==> src/rtl/irq_seq_pkg.sv <==
// Shared types for the interrupt entry sequencer.
// Assumes a 16-bit status word with supervisor, trace and mask fields at fixed bits.
package irq_seq_pkg;

    localparam int SR_W       = 16;
    localparam int SR_S_BIT   = 13;
    localparam int SR_T_BIT   = 15;
    localparam int SR_MASK_LO = 8;

    typedef enum logic [3:0] {
        ST_IDLE, ST_SAVE, ST_PUSH_PCL, ST_ACK, ST_JUST,
        ST_PUSH_SR, ST_PUSH_PCH, ST_RD_VH, ST_RD_VL, ST_FETCH, ST_WRAP
    } seq_state_t;

    typedef enum logic [1:0] {
        OP_WRITE = 2'b00,
        OP_READ  = 2'b01,
        OP_FETCH = 2'b10
    } bus_op_t;

    // Build the status word used while the handler runs
    function automatic logic [SR_W-1:0] enter_sr(input logic [SR_W-1:0] s,
                                                 input logic [2:0] lvl);
        logic [SR_W-1:0] r;
        r = s;
        r[SR_S_BIT] = 1'b1;
        r[SR_T_BIT] = 1'b0;
        r[SR_MASK_LO +: 3] = lvl;
        return r;
    endfunction

endpackage

==> src/rtl/irq_seq_ctrl.sv <==
// Sequencing state machine for interrupt entry.
// It walks the fixed step order, counts the quiet windows and reports acceptance.
// Assumes done inputs are single-cycle pulses given only while the matching request is high.
module irq_seq_ctrl
    import irq_seq_pkg::*;
#(
    parameter int SAVE_CLKS = 6,
    parameter int JUST_CLKS = 4
) (
    input  logic       clk,
    input  logic       rst_n,
    input  logic       irq_req,
    input  logic       bus_done,
    input  logic       iack_done,
    output seq_state_t state,
    output logic       accept,
    output logic       save_last
);

    localparam int MAX_CLKS = (SAVE_CLKS > JUST_CLKS) ? SAVE_CLKS : JUST_CLKS;
    localparam int CNT_W    = $clog2(MAX_CLKS + 1);

    seq_state_t       nxt;
    logic [CNT_W-1:0] cnt;
    logic             save_end;
    logic             just_end;

    // Detect the last cycle of each quiet window
    always_comb begin
        save_end  = (cnt == CNT_W'(SAVE_CLKS - 1));
        just_end  = (cnt == CNT_W'(JUST_CLKS - 1));
        accept    = (state == ST_IDLE) && irq_req;
        save_last = (state == ST_SAVE) && save_end;
    end

    // Next step selection
    always_comb begin
        nxt = state;
        unique case (state)
            ST_IDLE:     if (irq_req)   nxt = ST_SAVE;
            ST_SAVE:     if (save_end)  nxt = ST_PUSH_PCL;
            ST_PUSH_PCL: if (bus_done)  nxt = ST_ACK;
            ST_ACK:      if (iack_done) nxt = ST_JUST;
            ST_JUST:     if (just_end)  nxt = ST_PUSH_SR;
            ST_PUSH_SR:  if (bus_done)  nxt = ST_PUSH_PCH;
            ST_PUSH_PCH: if (bus_done)  nxt = ST_RD_VH;
            ST_RD_VH:    if (bus_done)  nxt = ST_RD_VL;
            ST_RD_VL:    if (bus_done)  nxt = ST_FETCH;
            ST_FETCH:    if (bus_done)  nxt = ST_WRAP;
            ST_WRAP:                    nxt = ST_IDLE;
            default:                    nxt = ST_IDLE;
        endcase
    end

    // State register
    always_ff @(posedge clk) begin
        if (!rst_n) state <= ST_IDLE;
        else        state <= nxt;
    end

    // Quiet-window counter, cleared on every step change
    always_ff @(posedge clk) begin
        if (!rst_n)
            cnt <= '0;
        else if (nxt != state)
            cnt <= '0;
        else if (state == ST_SAVE || state == ST_JUST)
            cnt <= cnt + CNT_W'(1);
    end

endmodule

==> src/rtl/irq_seq_ctx.sv <==
// Context capture for interrupt entry.
// Holds the status word, PC, SP and level taken at acceptance, plus the vector number and table words.
// Assumes the PC is exactly two bus words wide.
module irq_seq_ctx
    import irq_seq_pkg::*;
#(
    parameter int DW        = 16,
    parameter int VEC_W     = 8,
    parameter int AUTO_BASE = 24
) (
    input  logic              clk,
    input  logic              rst_n,
    input  seq_state_t        state,
    input  logic              accept,
    input  logic              bus_done,
    input  logic              iack_done,
    input  logic [2:0]        irq_level,
    input  logic [SR_W-1:0]   sr_in,
    input  logic [2*DW-1:0]   pc_in,
    input  logic [2*DW-1:0]   sp_in,
    input  logic              iack_auto,
    input  logic [VEC_W-1:0]  iack_vector,
    input  logic [DW-1:0]     bus_rdata,
    output logic [SR_W-1:0]   sr_copy,
    output logic [SR_W-1:0]   sr_new,
    output logic [2*DW-1:0]   pc_save,
    output logic [2*DW-1:0]   sp_save,
    output logic [2:0]        level,
    output logic [2*DW-1:0]   vec_addr,
    output logic [2*DW-1:0]   pc_new
);

    localparam int AW = 2 * DW;

    logic [VEC_W-1:0] vec;
    logic [DW-1:0]    vhi;
    logic [DW-1:0]    vlo;
    logic [VEC_W-1:0] vec_pick;

    // Choose between the internal and the supplied vector number
    always_comb begin
        vec_pick = iack_auto ? (VEC_W'(AUTO_BASE) + VEC_W'(level)) : iack_vector;
        sr_new   = enter_sr(sr_copy, level);
        vec_addr = {{(AW-VEC_W-2){1'b0}}, vec, 2'b00};
        pc_new   = {vhi, vlo};
    end

    // Snapshot of the interrupted context at acceptance
    always_ff @(posedge clk) begin
        if (!rst_n) begin
            sr_copy <= '0;
            pc_save <= '0;
            sp_save <= '0;
            level   <= '0;
        end else if (accept) begin
            sr_copy <= sr_in;
            pc_save <= pc_in;
            sp_save <= sp_in;
            level   <= irq_level;
        end
    end

    // Vector number latched when the acknowledge completes
    always_ff @(posedge clk) begin
        if (!rst_n)
            vec <= '0;
        else if (state == ST_ACK && iack_done)
            vec <= vec_pick;
    end

    // Vector table words latched as each read completes
    always_ff @(posedge clk) begin
        if (!rst_n) begin
            vhi <= '0;
            vlo <= '0;
        end else if (bus_done) begin
            if (state == ST_RD_VH) vhi <= bus_rdata;
            if (state == ST_RD_VL) vlo <= bus_rdata;
        end
    end

endmodule

==> src/rtl/irq_seq_busdrv.sv <==
// Bus and acknowledge request decoder for interrupt entry.
// Maps each step to its operation, address and write data. Purely combinational.
// Assumes byte addressing with word-aligned stack and table entries.
module irq_seq_busdrv
    import irq_seq_pkg::*;
#(
    parameter int DW = 16
) (
    input  seq_state_t        state,
    input  logic [SR_W-1:0]   sr_copy,
    input  logic [2*DW-1:0]   pc_save,
    input  logic [2*DW-1:0]   sp_save,
    input  logic [2*DW-1:0]   vec_addr,
    input  logic [2*DW-1:0]   pc_new,
    output logic              bus_req,
    output logic [1:0]        bus_op,
    output logic [2*DW-1:0]   bus_addr,
    output logic [DW-1:0]     bus_wdata,
    output logic              iack_req
);

    localparam int AW = 2 * DW;

    // Step to operation decode
    always_comb begin
        bus_req   = 1'b0;
        bus_op    = OP_WRITE;
        bus_addr  = '0;
        bus_wdata = '0;
        iack_req  = 1'b0;
        unique case (state)
            ST_PUSH_PCL: begin
                bus_req   = 1'b1;
                bus_addr  = sp_save - AW'(2);
                bus_wdata = pc_save[DW-1:0];
            end
            ST_ACK: iack_req = 1'b1;
            ST_PUSH_SR: begin
                bus_req   = 1'b1;
                bus_addr  = sp_save - AW'(6);
                bus_wdata = DW'(sr_copy);
            end
            ST_PUSH_PCH: begin
                bus_req   = 1'b1;
                bus_addr  = sp_save - AW'(4);
                bus_wdata = pc_save[AW-1:DW];
            end
            ST_RD_VH: begin
                bus_req  = 1'b1;
                bus_op   = OP_READ;
                bus_addr = vec_addr;
            end
            ST_RD_VL: begin
                bus_req  = 1'b1;
                bus_op   = OP_READ;
                bus_addr = vec_addr + AW'(2);
            end
            ST_FETCH: begin
                bus_req  = 1'b1;
                bus_op   = OP_FETCH;
                bus_addr = pc_new;
            end
            default: ;
        endcase
    end

endmodule

==> src/rtl/irq_entry_seq.sv <==
// Interrupt exception entry sequencer, top level.
// Connects the step controller, the context store and the request decoder.
// Assumes a word-wide bus master and a separate acknowledge unit, both with request/done handshakes.
module irq_entry_seq
    import irq_seq_pkg::*;
#(
    parameter int DW        = 16,
    parameter int VEC_W     = 8,
    parameter int AUTO_BASE = 24,
    parameter int SAVE_CLKS = 6,
    parameter int JUST_CLKS = 4
) (
    input  logic              clk,
    input  logic              rst_n,
    input  logic              irq_req,
    input  logic [2:0]        irq_level,
    input  logic [15:0]       sr_in,
    input  logic [2*DW-1:0]   pc_in,
    input  logic [2*DW-1:0]   sp_in,
    output logic              busy,
    output logic [15:0]       sr_out,
    output logic              sr_we,
    output logic [2*DW-1:0]   pc_out,
    output logic              pc_we,
    output logic [2*DW-1:0]   sp_out,
    output logic              sp_we,
    output logic              bus_req,
    output logic [1:0]        bus_op,
    output logic [2*DW-1:0]   bus_addr,
    output logic [DW-1:0]     bus_wdata,
    input  logic [DW-1:0]     bus_rdata,
    input  logic              bus_done,
    output logic              iack_req,
    output logic [2:0]        iack_level,
    input  logic              iack_auto,
    input  logic [VEC_W-1:0]  iack_vector,
    input  logic              iack_done
);

    localparam int AW = 2 * DW;

    seq_state_t      state;
    logic            accept;
    logic            save_last;
    logic [15:0]     sr_copy;
    logic [2*DW-1:0] pc_save;
    logic [2*DW-1:0] sp_save;
    logic [2:0]      level;
    logic [2*DW-1:0] vec_addr;
    logic [2*DW-1:0] pc_new;

    irq_seq_ctrl #(
        .SAVE_CLKS (SAVE_CLKS),
        .JUST_CLKS (JUST_CLKS)
    ) u_ctrl (
        .clk       (clk),
        .rst_n     (rst_n),
        .irq_req   (irq_req),
        .bus_done  (bus_done),
        .iack_done (iack_done),
        .state     (state),
        .accept    (accept),
        .save_last (save_last)
    );

    irq_seq_ctx #(
        .DW        (DW),
        .VEC_W     (VEC_W),
        .AUTO_BASE (AUTO_BASE)
    ) u_ctx (
        .clk         (clk),
        .rst_n       (rst_n),
        .state       (state),
        .accept      (accept),
        .bus_done    (bus_done),
        .iack_done   (iack_done),
        .irq_level   (irq_level),
        .sr_in       (sr_in),
        .pc_in       (pc_in),
        .sp_in       (sp_in),
        .iack_auto   (iack_auto),
        .iack_vector (iack_vector),
        .bus_rdata   (bus_rdata),
        .sr_copy     (sr_copy),
        .sr_new      (sr_out),
        .pc_save     (pc_save),
        .sp_save     (sp_save),
        .level       (level),
        .vec_addr    (vec_addr),
        .pc_new      (pc_new)
    );

    irq_seq_busdrv #(
        .DW (DW)
    ) u_busdrv (
        .state     (state),
        .sr_copy   (sr_copy),
        .pc_save   (pc_save),
        .sp_save   (sp_save),
        .vec_addr  (vec_addr),
        .pc_new    (pc_new),
        .bus_req   (bus_req),
        .bus_op    (bus_op),
        .bus_addr  (bus_addr),
        .bus_wdata (bus_wdata),
        .iack_req  (iack_req)
    );

    // Core-facing strobes and results
    always_comb begin
        busy       = (state != ST_IDLE);
        sr_we      = save_last;
        pc_we      = (state == ST_WRAP);
        sp_we      = (state == ST_WRAP);
        pc_out     = pc_new;
        sp_out     = sp_save - AW'(6);
        iack_level = level;
    end

endmodule

==> config.mk <==
export PLATFORM = sky130hd
export DESIGN_NAME = irq_entry_seq
export DESIGN_NICKNAME = d
export VERILOG_FILES = /design/src/rtl/irq_seq_pkg.sv /design/src/rtl/irq_seq_ctrl.sv /design/src/rtl/irq_seq_ctx.sv /design/src/rtl/irq_seq_busdrv.sv /design/src/rtl/irq_entry_seq.sv
export SDC_FILE = /design/constraint.sdc
export NUM_CORES = 1
export LEC_CHECK = 0
export BUFFER_PORTS_ARGS = -buffer_cell sky130_fd_sc_hd__buf_2
export CAP_MARGIN = 20
export CORE_ASPECT_RATIO = 0.6
export CORE_MARGIN = 2
export CORE_UTILIZATION = 53
export CTS_BUF_LIST = sky130_fd_sc_hd__clkbuf_4 sky130_fd_sc_hd__clkbuf_8
export DETAILED_ROUTE_END_ITERATION = 8
export PLACE_DENSITY = 0.82
export REMOVE_ABC_BUFFERS = 1
export SYNTH_ARGS = -nofsm -noshare
export SYNTH_HDL_FRONTEND = slang
export SYNTH_SLANG_ARGS = --single-unit
==> constraint.sdc <==
create_clock -name clk -period 2.9 [get_ports clk]
set_input_delay 0.29 -clock clk [delete_from_list [all_inputs] [get_ports clk]]
set_output_delay 0.29 -clock clk [all_outputs]
set_load 0.05 [all_outputs]
==> metrics.md <==
| Metric | Value |
|---|---|
| Status | `finished with violations` |
| Violated checks | `setup timing` |
| CP Capture Type | `output pin` |
| Total power | `5.150 mW` |
| CP required | `2.61 ns` |
| Quantity of I/O buffers inserted on ports | `249` |
| Initial antenna violation count | `2` |
| # fillers | `1146` |
| Startpoint types | `register` |
| Largest net degree at the start of global routing | `46` |
| Synth cell types | `76` |
| Clock skew | `0.01426 ns` |
| Mapped Avg Cell Area | `7.433 um^2` |
| Total GRT Usage | `37.06%` |
| Clk pin slew, worst setup/hold paths | `0.09 ns` |
| Storage cell area | `2625 um^2` |
| CTS sink cnt | `130` |
| R2r setup slk | `0.68 ns` |
| CP Max Fanout | `4` |
| H-tree levels | `4` |
| CTS Buffer Depth | `2` |
| Met2 Track Usage GR | `54.34%` |
| Fin area | `11060 um^2` |
| Nets | `1472` |
| Minimum clock period | `3.122 ns` |
| DRT antenna net count | `0` |
| Core Rows | `34` |
| Hold Buf Count CTS | `0` |
| # IOs | `252` |
| Worst-Skew Late Latency | `0.46 ns` |
| LEAKAGE | `4.841 nW` |
| Pwr/cell area | `465.6 nW/um^2` |
| Reg2reg start | `u_ctrl.state[0]$_SDFF_PN0_` |
| Register area share after synthesis | `32.51%` |
| Synth Warn # | `0` |
| Initial Util | `54.70%` |
| Critical Path Source | `u_ctx.sp_save[20]$_SDFFE_PN0P_` |
| Core box area | `14630 um^2` |
| Routability cong. | `1.006` |
| First-pass DRT Iterations | `5` |
| Area after DPL | `9714 um^2` |
| Synth async-reset ratio | `0%` |
| Worst r2r path cells | `6` |
| EDFF count, synth | `0` |
| Number of antenna diodes | `0` |
| Synthesized cell area | `8005 um^2` |
| Predominant post-synthesis flop cell | `dfxtp_1` |
| #FFs+latches synth | `130` |
| Hold WC Path Type | `primary input to register` |
| Fmax | `320.3 MHz` |
| Max-Cap Viols | `0` |
| RSZ-0062 raised after global routing | `yes` |
| Avg WL per Cell | `19.73 um` |
| Final Hold Violating Endpoints | `0` |
| First-pass GRT wire length | `46.57 mm` |
| CTS tree | `done` |
| Critical path class | `register to output pin` |
| Die Area | `16140 um^2` |
| Syn Inst Count | `1077` |
| Multi-input gate area | `5289 um^2` |
| Layout cell share with drive strength beyond 1 | `38.12%` |
| Worst slack, placed | `0.08184 ns` |
| Worst EP arrival | `2.83 ns` |
| Routed wire length | `30.83 mm` |
| Vias in the first global route | `8498` |
| Die H | `99.20 um` |
| DR DRC count | `0` |
| GR peak layer | `met2` |
| CTS buffer count | `17` |
| Max_slew headroom | `55.18%` |
| Slew Limit Fails | `0` |
| Post-detail-place hpwl | `22.37 mm` |
| First DRT Iteration DRCs | `1196` |
| Worst R2R End | `u_ctx.sp_save[17]$_SDFFE_PN0P_` |
| Vias per cell | `5.883` |
| Final worst setup slack | `-0.2216 ns` |
| Area Overhead vs Synth | `38.17%` |
| CP Capture Point | `bus_addr[26]` |
| Met3 Use GR | `12.14%` |
| Tcrit/Tclk final | `107.6%` |
| CTS Root Cell | `clkbuf_8` |
| Max IR drop VDD | `0.2863 mV` |
| Via Count | `9189` |
| Met1 Usage GRT | `52.75%` |
| Final setup vio count | `21` |
| Overflow after GRT | `0` |
| Tightest Pin Transition | `0.6630 ns` |
| Die width | `162.7 um` |
## metal layers
metal  part of all wire, %  vias up
li1                      -     4280
met1                    43     4256
met2                    42      600
met3                    14       51
met4                   1.5        2
met5                 0.042        -
## synth_stat cells (all sizes together) (3+ instances only)
master	count	area [um^2]
a211oi	8	60.06
a21boi	117	878.3
a21oi	27	135.1
a221o	12	120.1
a22o	3	26.28
a22oi	28	210.2
a311oi	3	26.28
a31oi	12	75.07
and2	7	43.79
and3	5	31.28
and4	3	26.28
buf	35	246.5
clkbuf	83	311.6
dfxtp	130	2603
ha	7	87.58
inv	12	45.04
mux2i	5	50.05
nand2	305	1145
nand2b	8	50.05
nand3	13	65.06
nand4	5	31.28
nor2	51	193.9
nor2b	8	50.05
nor3	16	90.09
nor3b	5	37.54
nor4	19	191.4
nor4b	5	50.04
o211ai	6	45.04
o21ai	28	140.1
o22a	3	26.28
o22ai	6	37.54
or2	4	25.02
or3	8	50.05
or4	12	101.3
xnor2	18	157.7
xor2	17	148.9
## area by class of cell
type	instances	share of cell area, %
multi-input cells	817	47.82
flip-flops and latches	130	23.73
repair buffers	374	22.48
well taps	198	2.240
clock buffers	17	2.115
clock inverters	14	1.210
inverters	12	0.4072
## what timing repair did
| action | in CTS | in global routing |
|---|---|---|
| pin swaps | 28 | 27 |
| buffers inserted | 23 | 12 |
| resized for setup | 100 | 88 |
| setup endpoints to repair | 48 | 40 |
| cloned | 1 | 0 |
## cell families after synthesis
group,count (synthesis),synth area share [%]
compound gates,287,26.16
mux,6,0.7659
buf+inv,130,7.533
flops,130,32.51
simple gates,480,28.01
other cells,2,0.09381
xor+xnor,35,3.829
fa+ha+maj,7,1.094
## how the worst min path moves through the flow
stage | endpoint | slack [ns] | depth (start not counted) | start
finish | u_ctx.sp_save[26]$_SDFFE_PN0P_ | 0.07 | 3 | sp_in[26]
global route | u_ctx.sp_save[26]$_SDFFE_PN0P_ | 0.06 | 3 | sp_in[26]
CTS | u_ctx.sp_save[26]$_SDFFE_PN0P_ | 0.06 | 3 | sp_in[26]
detailed placement | u_ctx.pc_save[21]$_SDFFE_PN0P_ | 0.46 | 2 | u_ctx.pc_save[21]$_SDFFE_PN0P_
global placement | u_ctx.pc_save[26]$_SDFFE_PN0P_ | 0.45 | 2 | u_ctx.pc_save[26]$_SDFFE_PN0P_
floorplan | u_ctx.vec[0]$_SDFFE_PN0P_ | 0.41 | 1 | rst_n
## worst max-delay path, stage by stage, from the launching register on
cell	delay, ns
dfxtp_1	0.32
or4_4	0.57
or4_4	0.54
a21boi_1	0.15
o31ai_1	0.27
o211ai_1	0.19
bufbuf_16	0.32
## flip-flops by register name, indices dropped and copies added, names as in the netlist
register and count:
u_ctx.pc_save 32, u_ctx.sp_save 32, u_ctx.sr_copy 16, u_ctx.vhi 16, u_ctx.vlo 16, u_ctx.vec 8
u_ctrl.state 4, u_ctrl.cnt 3, u_ctx.level 3
## power by group
part | total, mW | internal [mW] | switching, mW
registers | 1.92 | 1.85 | 0.0653
clock network | 1.54 | 0.685 | 0.855
logic | 1.69 | 0.640 | 1.05
total | 5.15 | 3.18 | 1.97
## stage by stage
step | setup TNS, ns | instances | utilization (%) | hold slack [ns]
after floorplan | -51.82 | 959 | - | 0.4117
after global placement | 0 | 1495 | 66.38 | 0.4504
after detailed placement | 0 | 1495 | 66.38 | 0.4560
after CTS | -1.672 | 1550 | 72.61 | 0.06078
after global routing | -3.978 | 1562 | 75.58 | 0.06480
final | -2.222 | 1562 | 75.58 | 0.06771
## layout by cell type (no fill, tap or decap), types with 13 or more instances in the layout
master	n
nand2_1	299
buf_2	212
buf_4	124
dfxtp_1	120
a21boi_0	116
nor2_1	38
buf_6	29
a22oi_1	27
o21ai_0	22
a21oi_1	20
clkbuf_8	17
xnor2_1	14
xor2_1	13
No activity file was read; power rests on OpenSTA's default activity.
